### src/rtl/dbs_pkg.sv
package dbs_pkg;

    localparam int ADDR_W    = 22;
    localparam int DATA_W    = 32;
    localparam int CFG_COUNT = 19;

    localparam logic [7:0] HC_WAKE     = 8'h00;
    localparam logic [7:0] HC_EXT_CLK  = 8'h44;
    localparam logic [7:0] HC_PLL_48M  = 8'h62;
    localparam logic [7:0] HC_CORE_RST = 8'h68;
    localparam logic [7:0] ID_EXPECT   = 8'h7C;

    localparam logic [1:0] SZ_BYTE = 2'd0;
    localparam logic [1:0] SZ_HALF = 2'd1;
    localparam logic [1:0] SZ_WORD = 2'd2;

    typedef enum logic [3:0] {
        ST_IDLE,
        ST_PD_LOW,
        ST_PD_HIGH,
        ST_WAKE_CMD,
        ST_WAKE_WAIT,
        ST_CLK_CMD,
        ST_CLK_WAIT,
        ST_PLL_CMD,
        ST_PLL_WAIT,
        ST_RST_CMD,
        ST_ID_READ,
        ST_CFG_WRITE,
        ST_DONE,
        ST_FAIL
    } boot_state_t;

    typedef struct packed {
        logic [ADDR_W-1:0] addr;
        logic [DATA_W-1:0] data;
        logic [1:0]        size;
    } cfg_entry_t;

endpackage

### src/rtl/dbs_ms_prescaler.sv
module dbs_ms_prescaler #(
    parameter int DIV = 1000
) (
    input  logic clk,
    input  logic rst_n,
    input  logic run,
    input  logic clr,
    output logic tick
);
    localparam int CNT_W = (DIV > 1) ? $clog2(DIV) : 1;
    localparam logic [CNT_W-1:0] LAST = CNT_W'(DIV - 1);

    logic [CNT_W-1:0] cnt_q;

    assign tick = run && (cnt_q == LAST);

    always_ff @(posedge clk or negedge rst_n) begin
        if (!rst_n) begin
            cnt_q <= '0;
        end else if (clr || !run) begin
            cnt_q <= '0;
        end else if (tick) begin
            cnt_q <= '0;
        end else begin
            cnt_q <= cnt_q + 1'b1;
        end
    end

    // prescaler never passes its divide ratio
    p_div_bound_r3: assert property (@(posedge clk) disable iff (!rst_n)
        cnt_q <= LAST);

endmodule

### src/rtl/dbs_ms_delay.sv
module dbs_ms_delay #(
    parameter int MS_W = 5
) (
    input  logic            clk,
    input  logic            rst_n,
    input  logic            run,
    input  logic            clr,
    input  logic            tick,
    input  logic [MS_W-1:0] target,
    output logic            expired
);
    logic [MS_W-1:0] ms_q;

    assign expired = run && (ms_q == target);

    always_ff @(posedge clk or negedge rst_n) begin
        if (!rst_n) begin
            ms_q <= '0;
        end else if (clr || !run) begin
            ms_q <= '0;
        end else if (tick && (ms_q != target)) begin
            ms_q <= ms_q + 1'b1;
        end
    end

    // the millisecond count never runs past the wait being timed
    p_ms_bound_r5: assert property (@(posedge clk) disable iff (!rst_n)
        run |-> (ms_q <= target));

endmodule

### src/rtl/dbs_cfg_table.sv
module dbs_cfg_table
    import dbs_pkg::*;
#(
    parameter int                IDX_W    = 5,
    parameter logic [ADDR_W-1:0] REG_BASE = 22'h102410,
    parameter logic [ADDR_W-1:0] DL_BASE  = 22'h000000,
    parameter logic [15:0]       BL_DUTY  = 16'd100,
    parameter logic [15:0]       PCLK_DIV = 16'd5
) (
    input  logic [IDX_W-1:0] idx,
    output cfg_entry_t       ent
);
    logic is_dl;

    always_comb begin
        is_dl = (idx == IDX_W'(14)) || (idx == IDX_W'(15));
        if (is_dl) begin
            ent.addr = DL_BASE + ADDR_W'({idx[0], 2'b00});
        end else begin
            ent.addr = REG_BASE + ADDR_W'({idx, 2'b00});
        end
        ent.size = SZ_HALF;
        unique case (idx)
            IDX_W'(0):  ent.data = 32'd548;   // line period
            IDX_W'(1):  ent.data = 32'd43;    // line start offset
            IDX_W'(2):  ent.data = 32'd480;   // visible width
            IDX_W'(3):  ent.data = 32'd0;     // hsync assert
            IDX_W'(4):  ent.data = 32'd41;    // hsync release
            IDX_W'(5):  ent.data = 32'd292;   // frame period
            IDX_W'(6):  ent.data = 32'd12;    // frame start offset
            IDX_W'(7):  ent.data = 32'd272;   // visible height
            IDX_W'(8):  ent.data = 32'd0;     // vsync assert
            IDX_W'(9):  ent.data = 32'd10;    // vsync release
            IDX_W'(10): ent.data = 32'd1000;  // backlight PWM rate
            IDX_W'(11): ent.data = {16'd0, BL_DUTY};
            IDX_W'(12): begin ent.data = 32'h82; ent.size = SZ_BYTE; end
            IDX_W'(13): begin ent.data = 32'h80; ent.size = SZ_BYTE; end
            IDX_W'(14): begin ent.data = 32'h2600_0007; ent.size = SZ_WORD; end
            IDX_W'(15): begin ent.data = 32'h0000_0000; ent.size = SZ_WORD; end
            IDX_W'(16): begin ent.data = 32'd1; ent.size = SZ_WORD; end
            IDX_W'(17): ent.data = {16'd0, PCLK_DIV};
            IDX_W'(18): ent.data = 32'd1200;  // touch threshold
            default:    begin ent.data = '0; ent.size = SZ_BYTE; end
        endcase
    end

endmodule

### src/rtl/disp_boot_seq.sv
module disp_boot_seq
    import dbs_pkg::*;
#(
    parameter int                CLK_HZ    = 100_000_000,
    parameter int                PWR_MS    = 20,
    parameter int                WAKE_MS   = 20,
    parameter int                SETTLE_MS = 10,
    parameter int                MAX_POLL  = 8,
    parameter logic [ADDR_W-1:0] ID_ADDR   = 22'h102400,
    parameter logic [ADDR_W-1:0] REG_BASE  = 22'h102410,
    parameter logic [ADDR_W-1:0] DL_BASE   = 22'h000000,
    parameter logic [15:0]       BL_DUTY   = 16'd100,
    parameter logic [15:0]       PCLK_DIV  = 16'd5
) (
    input  logic              clk,
    input  logic              rst_n,
    input  logic              start,
    output logic              pwr_n,
    output logic              hc_req,
    output logic [7:0]        hc_code,
    output logic              ra_req,
    output logic              ra_write,
    output logic [ADDR_W-1:0] ra_addr,
    output logic [DATA_W-1:0] ra_wdata,
    output logic [1:0]        ra_size,
    input  logic              xfer_ack,
    input  logic [7:0]        ra_rdata,
    output logic              busy,
    output logic              done,
    output logic              err
);
    localparam int TICKS_PER_MS = (CLK_HZ >= 2000) ? CLK_HZ / 1000 : 1;
    localparam int MAX_A        = (PWR_MS > WAKE_MS) ? PWR_MS : WAKE_MS;
    localparam int MAX_MS       = (MAX_A > SETTLE_MS) ? MAX_A : SETTLE_MS;
    localparam int MS_W         = $clog2(MAX_MS + 1);
    localparam int TRY_W        = $clog2(MAX_POLL + 1);
    localparam int IDX_W        = $clog2(CFG_COUNT + 1);
    localparam logic [IDX_W-1:0] LAST_IDX = IDX_W'(CFG_COUNT - 1);
    localparam logic [TRY_W-1:0] LAST_TRY = TRY_W'(MAX_POLL - 1);

    boot_state_t      state_q, state_d;
    logic [MS_W-1:0]  wait_ms;
    logic             timed, tick, expired, tmr_clr;
    logic [IDX_W-1:0] idx_q;
    logic [TRY_W-1:0] tries_q;
    logic             id_ok, restart;
    cfg_entry_t       ent;

    assign id_ok   = (ra_rdata == ID_EXPECT);
    assign restart = start && (state_q inside {ST_IDLE, ST_DONE, ST_FAIL});
    assign tmr_clr = (state_d != state_q);

    dbs_ms_prescaler #(.DIV(TICKS_PER_MS)) u_presc (
        .clk   (clk),
        .rst_n (rst_n),
        .run   (timed),
        .clr   (tmr_clr),
        .tick  (tick)
    );

    dbs_ms_delay #(.MS_W(MS_W)) u_delay (
        .clk     (clk),
        .rst_n   (rst_n),
        .run     (timed),
        .clr     (tmr_clr),
        .tick    (tick),
        .target  (wait_ms),
        .expired (expired)
    );

    dbs_cfg_table #(
        .IDX_W    (IDX_W),
        .REG_BASE (REG_BASE),
        .DL_BASE  (DL_BASE),
        .BL_DUTY  (BL_DUTY),
        .PCLK_DIV (PCLK_DIV)
    ) u_table (
        .idx (idx_q),
        .ent (ent)
    );

    // wait length for each timed state
    always_comb begin
        timed   = 1'b1;
        wait_ms = '0;
        unique case (state_q)
            ST_PD_LOW, ST_PD_HIGH:    wait_ms = MS_W'(PWR_MS);
            ST_WAKE_WAIT:             wait_ms = MS_W'(WAKE_MS);
            ST_CLK_WAIT, ST_PLL_WAIT: wait_ms = MS_W'(SETTLE_MS);
            default:                  timed   = 1'b0;
        endcase
    end

    // next-state logic
    always_comb begin
        state_d = state_q;
        unique case (state_q)
            ST_IDLE, ST_DONE, ST_FAIL: if (start)    state_d = ST_PD_LOW;
            ST_PD_LOW:                 if (expired)  state_d = ST_PD_HIGH;
            ST_PD_HIGH:                if (expired)  state_d = ST_WAKE_CMD;
            ST_WAKE_CMD:               if (xfer_ack) state_d = ST_WAKE_WAIT;
            ST_WAKE_WAIT:              if (expired)  state_d = ST_CLK_CMD;
            ST_CLK_CMD:                if (xfer_ack) state_d = ST_CLK_WAIT;
            ST_CLK_WAIT:               if (expired)  state_d = ST_PLL_CMD;
            ST_PLL_CMD:                if (xfer_ack) state_d = ST_PLL_WAIT;
            ST_PLL_WAIT:               if (expired)  state_d = ST_RST_CMD;
            ST_RST_CMD:                if (xfer_ack) state_d = ST_ID_READ;
            ST_ID_READ: begin
                if (xfer_ack) begin
                    if (id_ok)                     state_d = ST_CFG_WRITE;
                    else if (tries_q == LAST_TRY)  state_d = ST_FAIL;
                end
            end
            ST_CFG_WRITE: if (xfer_ack && (idx_q == LAST_IDX)) state_d = ST_DONE;
            default:      state_d = ST_IDLE;
        endcase
    end

    // state register
    always_ff @(posedge clk or negedge rst_n) begin
        if (!rst_n) state_q <= ST_IDLE;
        else        state_q <= state_d;
    end

    // entry index and poll counter
    always_ff @(posedge clk or negedge rst_n) begin
        if (!rst_n) begin
            idx_q   <= '0;
            tries_q <= '0;
        end else if (restart) begin
            idx_q   <= '0;
            tries_q <= '0;
        end else if ((state_q == ST_CFG_WRITE) && xfer_ack) begin
            idx_q   <= idx_q + 1'b1;
        end else if ((state_q == ST_ID_READ) && xfer_ack && !id_ok) begin
            tries_q <= tries_q + 1'b1;
        end
    end

    // outputs decoded from state
    always_comb begin
        pwr_n    = (state_q != ST_PD_LOW);
        hc_req   = 1'b0;
        hc_code  = 8'h00;
        ra_req   = 1'b0;
        ra_write = 1'b0;
        ra_addr  = ID_ADDR;
        ra_wdata = '0;
        ra_size  = SZ_BYTE;
        busy     = !(state_q inside {ST_IDLE, ST_DONE, ST_FAIL});
        done     = (state_q == ST_DONE);
        err      = (state_q == ST_FAIL);
        unique case (state_q)
            ST_WAKE_CMD: begin hc_req = 1'b1; hc_code = HC_WAKE;     end
            ST_CLK_CMD:  begin hc_req = 1'b1; hc_code = HC_EXT_CLK;  end
            ST_PLL_CMD:  begin hc_req = 1'b1; hc_code = HC_PLL_48M;  end
            ST_RST_CMD:  begin hc_req = 1'b1; hc_code = HC_CORE_RST; end
            ST_ID_READ:  ra_req = 1'b1;
            ST_CFG_WRITE: begin
                ra_req   = 1'b1;
                ra_write = 1'b1;
                ra_addr  = ent.addr;
                ra_wdata = ent.data;
                ra_size  = ent.size;
            end
            default: ;
        endcase
    end

    // the two request kinds never overlap
    p_one_req_r6: assert property (@(posedge clk) disable iff (!rst_n)
        !(hc_req && ra_req));

    // a host command holds until acknowledged
    p_hc_hold_r6: assert property (@(posedge clk) disable iff (!rst_n)
        (hc_req && !xfer_ack) |=> (hc_req && $stable(hc_code)));

    // a register access holds all fields until acknowledged
    p_ra_hold_r6: assert property (@(posedge clk) disable iff (!rst_n)
        (ra_req && !xfer_ack) |=> (ra_req && $stable(ra_addr) && $stable(ra_wdata)
                                   && $stable(ra_size) && $stable(ra_write)));

    // the power-down pin is only low during an active sequence
    p_pwr_busy_r3: assert property (@(posedge clk) disable iff (!rst_n)
        !pwr_n |-> busy);

    // a matching identification read leads straight into writes
    p_id_match_r7: assert property (@(posedge clk) disable iff (!rst_n)
        (ra_req && !ra_write && xfer_ack && (ra_rdata == ID_EXPECT)) |=> ra_write);

    // a failed boot issues no requests
    p_fail_quiet_r8: assert property (@(posedge clk) disable iff (!rst_n)
        err |-> (!hc_req && !ra_req && !busy));

    // completion and failure are exclusive
    p_flags_r11: assert property (@(posedge clk) disable iff (!rst_n)
        !(done && err));

endmodule

### config.mk
export PLATFORM = sky130hd
export DESIGN_NAME = disp_boot_seq
export DESIGN_NICKNAME = d
export VERILOG_FILES = /design/src/rtl/dbs_pkg.sv /design/src/rtl/dbs_ms_prescaler.sv /design/src/rtl/dbs_ms_delay.sv /design/src/rtl/dbs_cfg_table.sv /design/src/rtl/disp_boot_seq.sv
export SDC_FILE = /design/constraint.sdc
export NUM_CORES = 1
export LEC_CHECK = 0
export BUFFER_PORTS_ARGS = -buffer_cell sky130_fd_sc_hd__buf_2
export CORE_ASPECT_RATIO = 0.6
export CORE_UTILIZATION = 36
export CTS_BUF_LIST = sky130_fd_sc_hd__clkbuf_2
export CTS_CLUSTER_SIZE = 12
export DETAILED_ROUTE_END_ITERATION = 10
export HOLD_SLACK_MARGIN = 0.02
export PLACE_DENSITY_LB_ADDON = 0.05
export SYNTH_ARGS = -nofsm -noshare
export SYNTH_HDL_FRONTEND = slang
export SYNTH_SLANG_ARGS = --single-unit
### constraint.sdc
create_clock -name clk -period 2.1 [get_ports clk]
set_input_delay 0 -clock clk [delete_from_list [all_inputs] [get_ports clk]]
set_output_delay 0 -clock clk [all_outputs]
set_load 0.03 [all_outputs]
==> flow_metrics.tcl, run 1 <==
set metrics [dict create \
    drt_first_pass_iters 4 \
    rr_worst_depth 7 \
    tritoncts_clock_tree "yes" \
    hold_viol_final 0 \
    max_slew.worst_pin.slew_ns 0.808 \
    placementRows 25 \
    place.gp.congestion 0.801 \
    post_synth_num_cell_types 57 \
    crit-reg2reg-capture "u_delay.ms_q[3]" \
    max_stage_delay_ns 0.46 \
    ys.warnings.count 0 \
    worst_r2r_startpoint "state_q[2]" \
    setup_tns_ns -6.17 \
    layout_cells_sized_above_1 0.380 \
    ctsHtreeMaxLevel 2 \
    hp-start "ra_rdata[1]" \
    synth-adder-area-share 0.0510 \
    seq_area_um2 882 \
    final_antenna_net_count 0 \
    path_clk_slew_ns 0.20 \
    crit_path_end_kind "output port" \
    synth_compound_gate_area_share 0.143 \
    routed_via_density 4.82 \
    rrSetupSlack_ns 0.08 \
    post_synth_inst_count 366 \
    whs_path_depth 6 \
    dieArea_mm2 0.00855 \
    layout_setup_ws_ns -0.392 \
    count_of_flip_flops_with_a_built_in_enable_after_synthesis 0 \
    cpLargestDelayFamily "compound AO/OA/AOI/OAI gates" \
    finalWorstPathRequiredPeriod_ns 2.49 \
    worst_ep_required_time_ns 2.10 \
    area_growth_pct 37.0 \
    setup_viol_count_final 19 \
    fillerInstances 780 \
    first_global_vias 2386 \
    numCtsBuffers 5 \
    first_iter_violations 164 \
    power.density_cell_area_mw_per_mm2 1130 \
    grt.overflow.total 0 \
    synthSimpleGateAreaFrac 0.278 \
    grt_max_degree 36 \
    vdd.ir_drop.worst_mv 0.460 \
    netlist_area_mm2 0.00294 \
    proportion_of_synthesized_area_in_mux_cells 0.00680 \
    hp-class "input port to flip-flop" \
    max_freq_mhz 401 \
    routed-via-count 2792 \
    power_leakage_uw 0.00177 \
    first_pass_grt_wire_length_um 12700 \
    crit_chain "ha_1 > nor2b_2 > o31ai_4 > nand2_2 > o41ai_4 > buf_6 > a211oi_2 > buf_4" \
    dieWidth_um 119 \
    setup.worst_path.start_class "flip-flop" \
    synthArstFlopShare 1.00 \
    multi_input_logic_area_mm2 0.00201 \
    ys_seq_elements 35 \
    critPathBufInv 2 \
    critical_path_class "flip-flop to output port" \
    grt_use_total 0.192 \
    grt_setup_unrepaired "true" \
    cp.arrival_ns 2.49 \
    average_wire_per_standard_cell_um 14.1 \
    clock_latency_ns 0.41 \
    timing_max_transition_violations_final 0 \
    post-route-period-util 1.19 \
    total_routed_length_um 8180 \
    whs_ns 0.191 \
    share_of_the_core_filled_with_cells 0.512 \
    max_cap_violations 0 \
    synthFlopType "dfrtp_1" \
    antenna_found_initial 0 \
    n_antenna_cell 0 \
    starting_density_of_the_core 0.373 \
    parity_gate_share_of_the_synthesized_area_counting_xor_and_xnor_cells 0.0774 \
    detailed_place.area_mm2 0.00348 \
    syn_avg_cell_area_um2 8.04 \
    violated_checks "setup timing" \
    clk_root_buf "clkbuf_2" \
    port_buffers 48 \
    run_status "complete, but fails checks" \
    number_of_remaining_drc_errors 0 \
    fin_nets 494 \
    relSlewSlack 0.462 \
    cts.sinks 35 \
    synth_top_family_by_area "simple AND/OR/NAND/NOR gates" \
    hpwl_um 5950 \
    die_h_um 72.0 \
    cts_buffer_depth 2 \
    crit_fanout 6 \
    yosysSeqAreaShare 0.298 \
    io_pins 83 \
    fin_skew_ns 0.0236 \
    critical_path.slowest_cell "dfrtp_1" \
    placeableCoreArea_mm2 0.00788 \
    final_area_mm2 0.00403 \
    min_to "state_q[1]" \
]
-- per-stage QoR --
| step | cells | power [uW] | setup slack (ns) |
|---|---|---|---|
| after floorplan | 399 | 2680 | -0.0455 |
| after global placement | 547 | 3620 | 0.00833 |
| after detailed placement | 547 | 3590 | 0.0108 |
| after CTS | 569 | 4290 | -0.331 |
| after global routing | 579 | 4870 | -0.515 |
| final | 579 | 4540 | -0.392 |
-- tightest hold or removal path, stage by stage --
cell and delay [ns]:
buf_2 0.07, nor4bb_1 0.06, nand2_1 0.10, a31oi_1 0.09
a31oi_1 0.14, o211ai_1 0.09
-- how the worst max path moves through the flow --
stage / depth (start not counted) / startpoint / end / slack, ns
6_report: 8 / idx_q[2] / ra_wdata[8] / -0.39
5_1_grt: 9 / idx_q[1] / ra_wdata[8] / -0.51
4_1_cts: 9 / idx_q[1] / ra_wdata[6] / -0.33
3_5_place_dp: 9 / idx_q[2] / ra_wdata[8] / 0.01
3_3_place_gp: 7 / idx_q[2] / state_q[0] / 0.008
2_1_floorplan: 9 / idx_q[2] / ra_wdata[26] / -0.05
-- placed cells by master, fill, tap and decap left out, types with 3 or more instances in the layout --
cell type	count
buf_4	67
nor2_1	53
conb_1	34
dfrtp_1	30
buf_2	29
nand2_1	28
buf_6	18
xnor2_1	16
o21ai_0	14
inv_1	13
a21oi_1	13
nand3_1	13
xor2_1	10
clkbuf_2	6
or3_1	5
a211oi_2	5
nand4_1	5
nor2_4	5
ha_2	5
dfrtp_2	5
nor4_1	4
or2_2	4
ha_1	4
nor3_1	3
nor4bb_1	3
and4_1	3
o211ai_1	3
o21ai_1	3
ha_4	3
dlygate4sd3_1	3
-- layer usage --
metal / share of wire / wire length (um) / up-vias / track usage
li1: - / - / 1407 / -
met1: 0.57 / 4650 / 1287 / 0.330
met2: 0.37 / 3020 / 92 / 0.225
met3: 0.058 / 471 / 6 / 0.0393
met4: 0.0051 / 42 / 0 / 0.0436
met5: 0 / 0 / - / 0
-- flip-flops by register name, indices dropped and copies added (netlist names) --
register / count
u_presc.cnt_q: 17
idx_q: 5
u_delay.ms_q: 5
state_q: 4
tries_q: 4
-- cell usage after synthesis (2+ instances only) --
cell,n,area share
nor2_1,58,0.074
buf_4,40,0.10
dfrtp_1,35,0.30
nand2_1,30,0.038
o21ai_0,19,0.032
inv_1,16,0.020
xnor2_1,16,0.048
a21oi_1,14,0.024
nand3_1,14,0.024
ha_1,12,0.051
xor2_1,10,0.030
clkbuf_1,8,0.010
a211oi_1,6,0.015
or3_1,6,0.013
nand4_1,5,0.011
nor3_1,5,0.0085
nor4_1,5,0.011
buf_2,4,0.0068
nor4bb_1,4,0.014
or2_2,4,0.0085
a31oi_1,3,0.0064
and4_1,3,0.0089
nor2b_1,3,0.0064
o211ai_1,3,0.0077
a21o_1,2,0.0051
a22oi_1,2,0.0051
a311oi_1,2,0.0060
and2_1,2,0.0043
and3_1,2,0.0043
mux2i_1,2,0.0068
nand2b_1,2,0.0043
nor4b_4,2,0.016
o22ai_1,2,0.0043
o31ai_1,2,0.0051
-- final cells by class --
class	count	area share
Timing Repair Buffer	118	0.223
Clock inverter	2	0.00310
Inverter	16	0.0155
Multi-Input combinational cell	294	0.498
Tap cell	108	0.0335
Sequential cell	35	0.219
Clock buffer	6	0.00745
-- cell families (layout without fill, tap and decap cells) --
| group | Yosys count | in the layout |
|---|---|---|
| simple gates | 156 | 156 |
| buf+inv | 70 | 142 |
| compound gates | 64 | 64 |
| flops | 35 | 35 |
| xor+xnor | 26 | 26 |
| fa+ha+maj | 12 | 12 |
| mux | 2 | 2 |
| other cells | 1 | 34 |
-- power by group --
group	internal, uW	switching [uW]
Clock	84.7	246
Combinational	1410	1850
Sequential	790	159
Total	2290	2250
-- what timing repair did --
action                                  4_1_cts  5_1_grt
resized for setup                            64       27
gates cloned                                  1        0
pin swaps                                     9        9
hold endpoints to repair                     42        0
setup buffers                                10       10
endpoints found under the setup margin       24       36
hold buffers                                  3        0
(Power assumes the default switching activity.)
==> inputs of run 2 (changes only) <==
- CORE_UTILIZATION: 36 -> 49
==> flow_metrics.tcl, run 2 (same netlist as run 1, synthesis figures left out) <==
set metrics [dict create \
    flip_flop_count_of_the_largest_register_after_layout 17 \
    tritoncts_clock_tree "yes" \
    critical_path_class "flip-flop to output port" \
    max_slew.worst_pin.slew_ns 0.787 \
    layout_setup_ws_ns -0.198 \
    share_of_the_core_filled_with_cells 0.697 \
    layout_top_registers "u_presc.cnt_q x17, idx_q x5, u_delay.ms_q x5" \
    rr_worst_depth 5 \
    power_leakage_uw 0.00168 \
    routed_via_density 5.39 \
    numCtsBuffers 5 \
    layout_cells_sized_above_1 0.376 \
    run_status "complete, but fails checks" \
    max_cap_violations 0 \
    dieArea_mm2 0.00633 \
    number_of_remaining_drc_errors 0 \
    crit-reg2reg-capture "u_delay.ms_q[3]" \
    worst_r2r_startpoint "state_q[1]" \
    grt_use_total 0.254 \
    port_buffers 48 \
    setup.worst_path.start_class "flip-flop" \
    cts.sinks 35 \
    placeableCoreArea_mm2 0.00568 \
    cts_buffer_depth 2 \
    setup_viol_count_final 19 \
    worst_ep_required_time_ns 2.10 \
    clock_latency_ns 0.37 \
    power.density_cell_area_mw_per_mm2 1170 \
    average_wire_per_standard_cell_um 15.1 \
    path_clk_slew_ns 0.19 \
    fin_nets 479 \
    violated_checks "setup timing" \
    hold_viol_final 0 \
    final_antenna_net_count 0 \
    crit_path_end_kind "output port" \
    antenna_found_initial 0 \
    finalWorstPathRequiredPeriod_ns 2.30 \
    clk_root_buf "clkbuf_2" \
    dieWidth_um 102 \
    placementRows 21 \
    drt_first_pass_iters 5 \
    first_global_vias 2330 \
    crit_fanout 6 \
    fillerInstances 487 \
    area_growth_pct 34.5 \
    mostFrequentLayoutCells "nor2_1 (53), buf_4 (53), conb_1 (34), dfrtp_1 (29), buf_2 (29)" \
    largest-register "u_presc.cnt_q" \
    ctsHtreeMaxLevel 2 \
    grt_max_degree 36 \
    finalNonFillerCells 535 \
    hp-class "input port to asynchronous set/reset pin" \
    hpwl_um 5660 \
    vdd.ir_drop.worst_mv 0.749 \
    n_antenna_cell 0 \
    rrSetupSlack_ns 0.06 \
    fin_skew_ns 0.0139 \
    die_h_um 62.0 \
    post-route-period-util 1.09 \
    max_freq_mhz 435 \
    io_pins 83 \
    routed-via-count 2881 \
    timing_max_transition_violations_final 0 \
    grt.overflow.total 0 \
    dp.cells 507 \
    first_iter_violations 250 \
    total_routed_length_um 8060 \
    grt_setup_unrepaired "true" \
    place.gp.congestion 0.944 \
    cp.arrival_ns 2.30 \
    relSlewSlack 0.475 \
    starting_density_of_the_core 0.519 \
    first_pass_grt_wire_length_um 12100 \
]
==> run 2: cell types whose count changed in the layout (fill, tap and decap cells not counted), sizes merged <==
cell	before	now
buf	115	100
clkbuf	6	5
clkinv	1	2
clkinvlp	1	0
==> run 2: worst max-delay path, cell delays in order, from the launching register on <==
cell and delay [ns]:
dfrtp_2 0.47, buf_6 0.13, ha_4 0.18, buf_4 0.15
o21ai_4 0.07, o21ai_4 0.10, o41ai_4 0.39, buf_6 0.20
a211oi_2 0.06, buf_4 0.20
==> run 2: routing by layer <==
metal,vias up,global-route usage,routed length [um]
li1,1379,-,-
met1,1345,0.417,4140
met2,151,0.317,3090
met3,6,0.0716,779
met4,0,0.0388,46
met5,-,0,0
==> run 2: power by group <==
part | internal (uW) | switching, uW | leakage, uW
Sequential | 791 | 211 | 0.000471
Clock | 70.6 | 228 | 0.0000262
Combinational | 1410 | 1930 | 0.00118
Total | 2270 | 2370 | 0.00168
==> run 2: area by class of cell <==
type | instances | area, um^2 | area share
clock buffers | 5 | 25.0 | 0.00632
clock inverters | 2 | 8.76 | 0.00221
inverters | 16 | 65.1 | 0.0164
multi-input cells | 294 | 2100 | 0.531
flip-flops and latches | 35 | 883 | 0.223
well taps | 80 | 100 | 0.0253
repair buffers | 103 | 776 | 0.196
==> run 2: how the worst max path moves through the flow <==
stage | startpoint | endpoint | slack (ns) | depth (start not counted)
after CTS | idx_q[0] | ra_wdata[6] | -0.23 | 9
after detailed placement | idx_q[2] | ra_wdata[8] | -0.03 | 8
final | idx_q[2] | ra_wdata[6] | -0.20 | 9
after global placement | idx_q[2] | ra_wdata[8] | -0.009 | 8
after floorplan | idx_q[2] | ra_wdata[26] | -0.05 | 9
after global routing | idx_q[2] | ra_wdata[6] | -0.30 | 8
==> run 2: stage by stage <==
step                setup TNS, ns  power, uW  hold WS [ns]  instance area (um^2)  worst slack [ns]
finish                      -2.73       4630         0.209                  3960            -0.198
floorplan                 -0.0455       2680        -0.296                  3120           -0.0455
global placement         -0.00863       3390         0.133                  3340          -0.00863
detailed placement        -0.0461       3420         0.123                  3340           -0.0258
CTS                         -3.54       4010         0.238                  3620            -0.230
global route                -4.49       4920         0.251                  3960            -0.301
==> run 2: timing repair <==
action,4_1_cts,5_1_grt
setup buffers,9,9
hold buffers,3,0
gates cloned,1,0
resized for setup,47,69
hold endpoints to repair,39,0
pin swaps,9,11
setup endpoints to repair,19,44
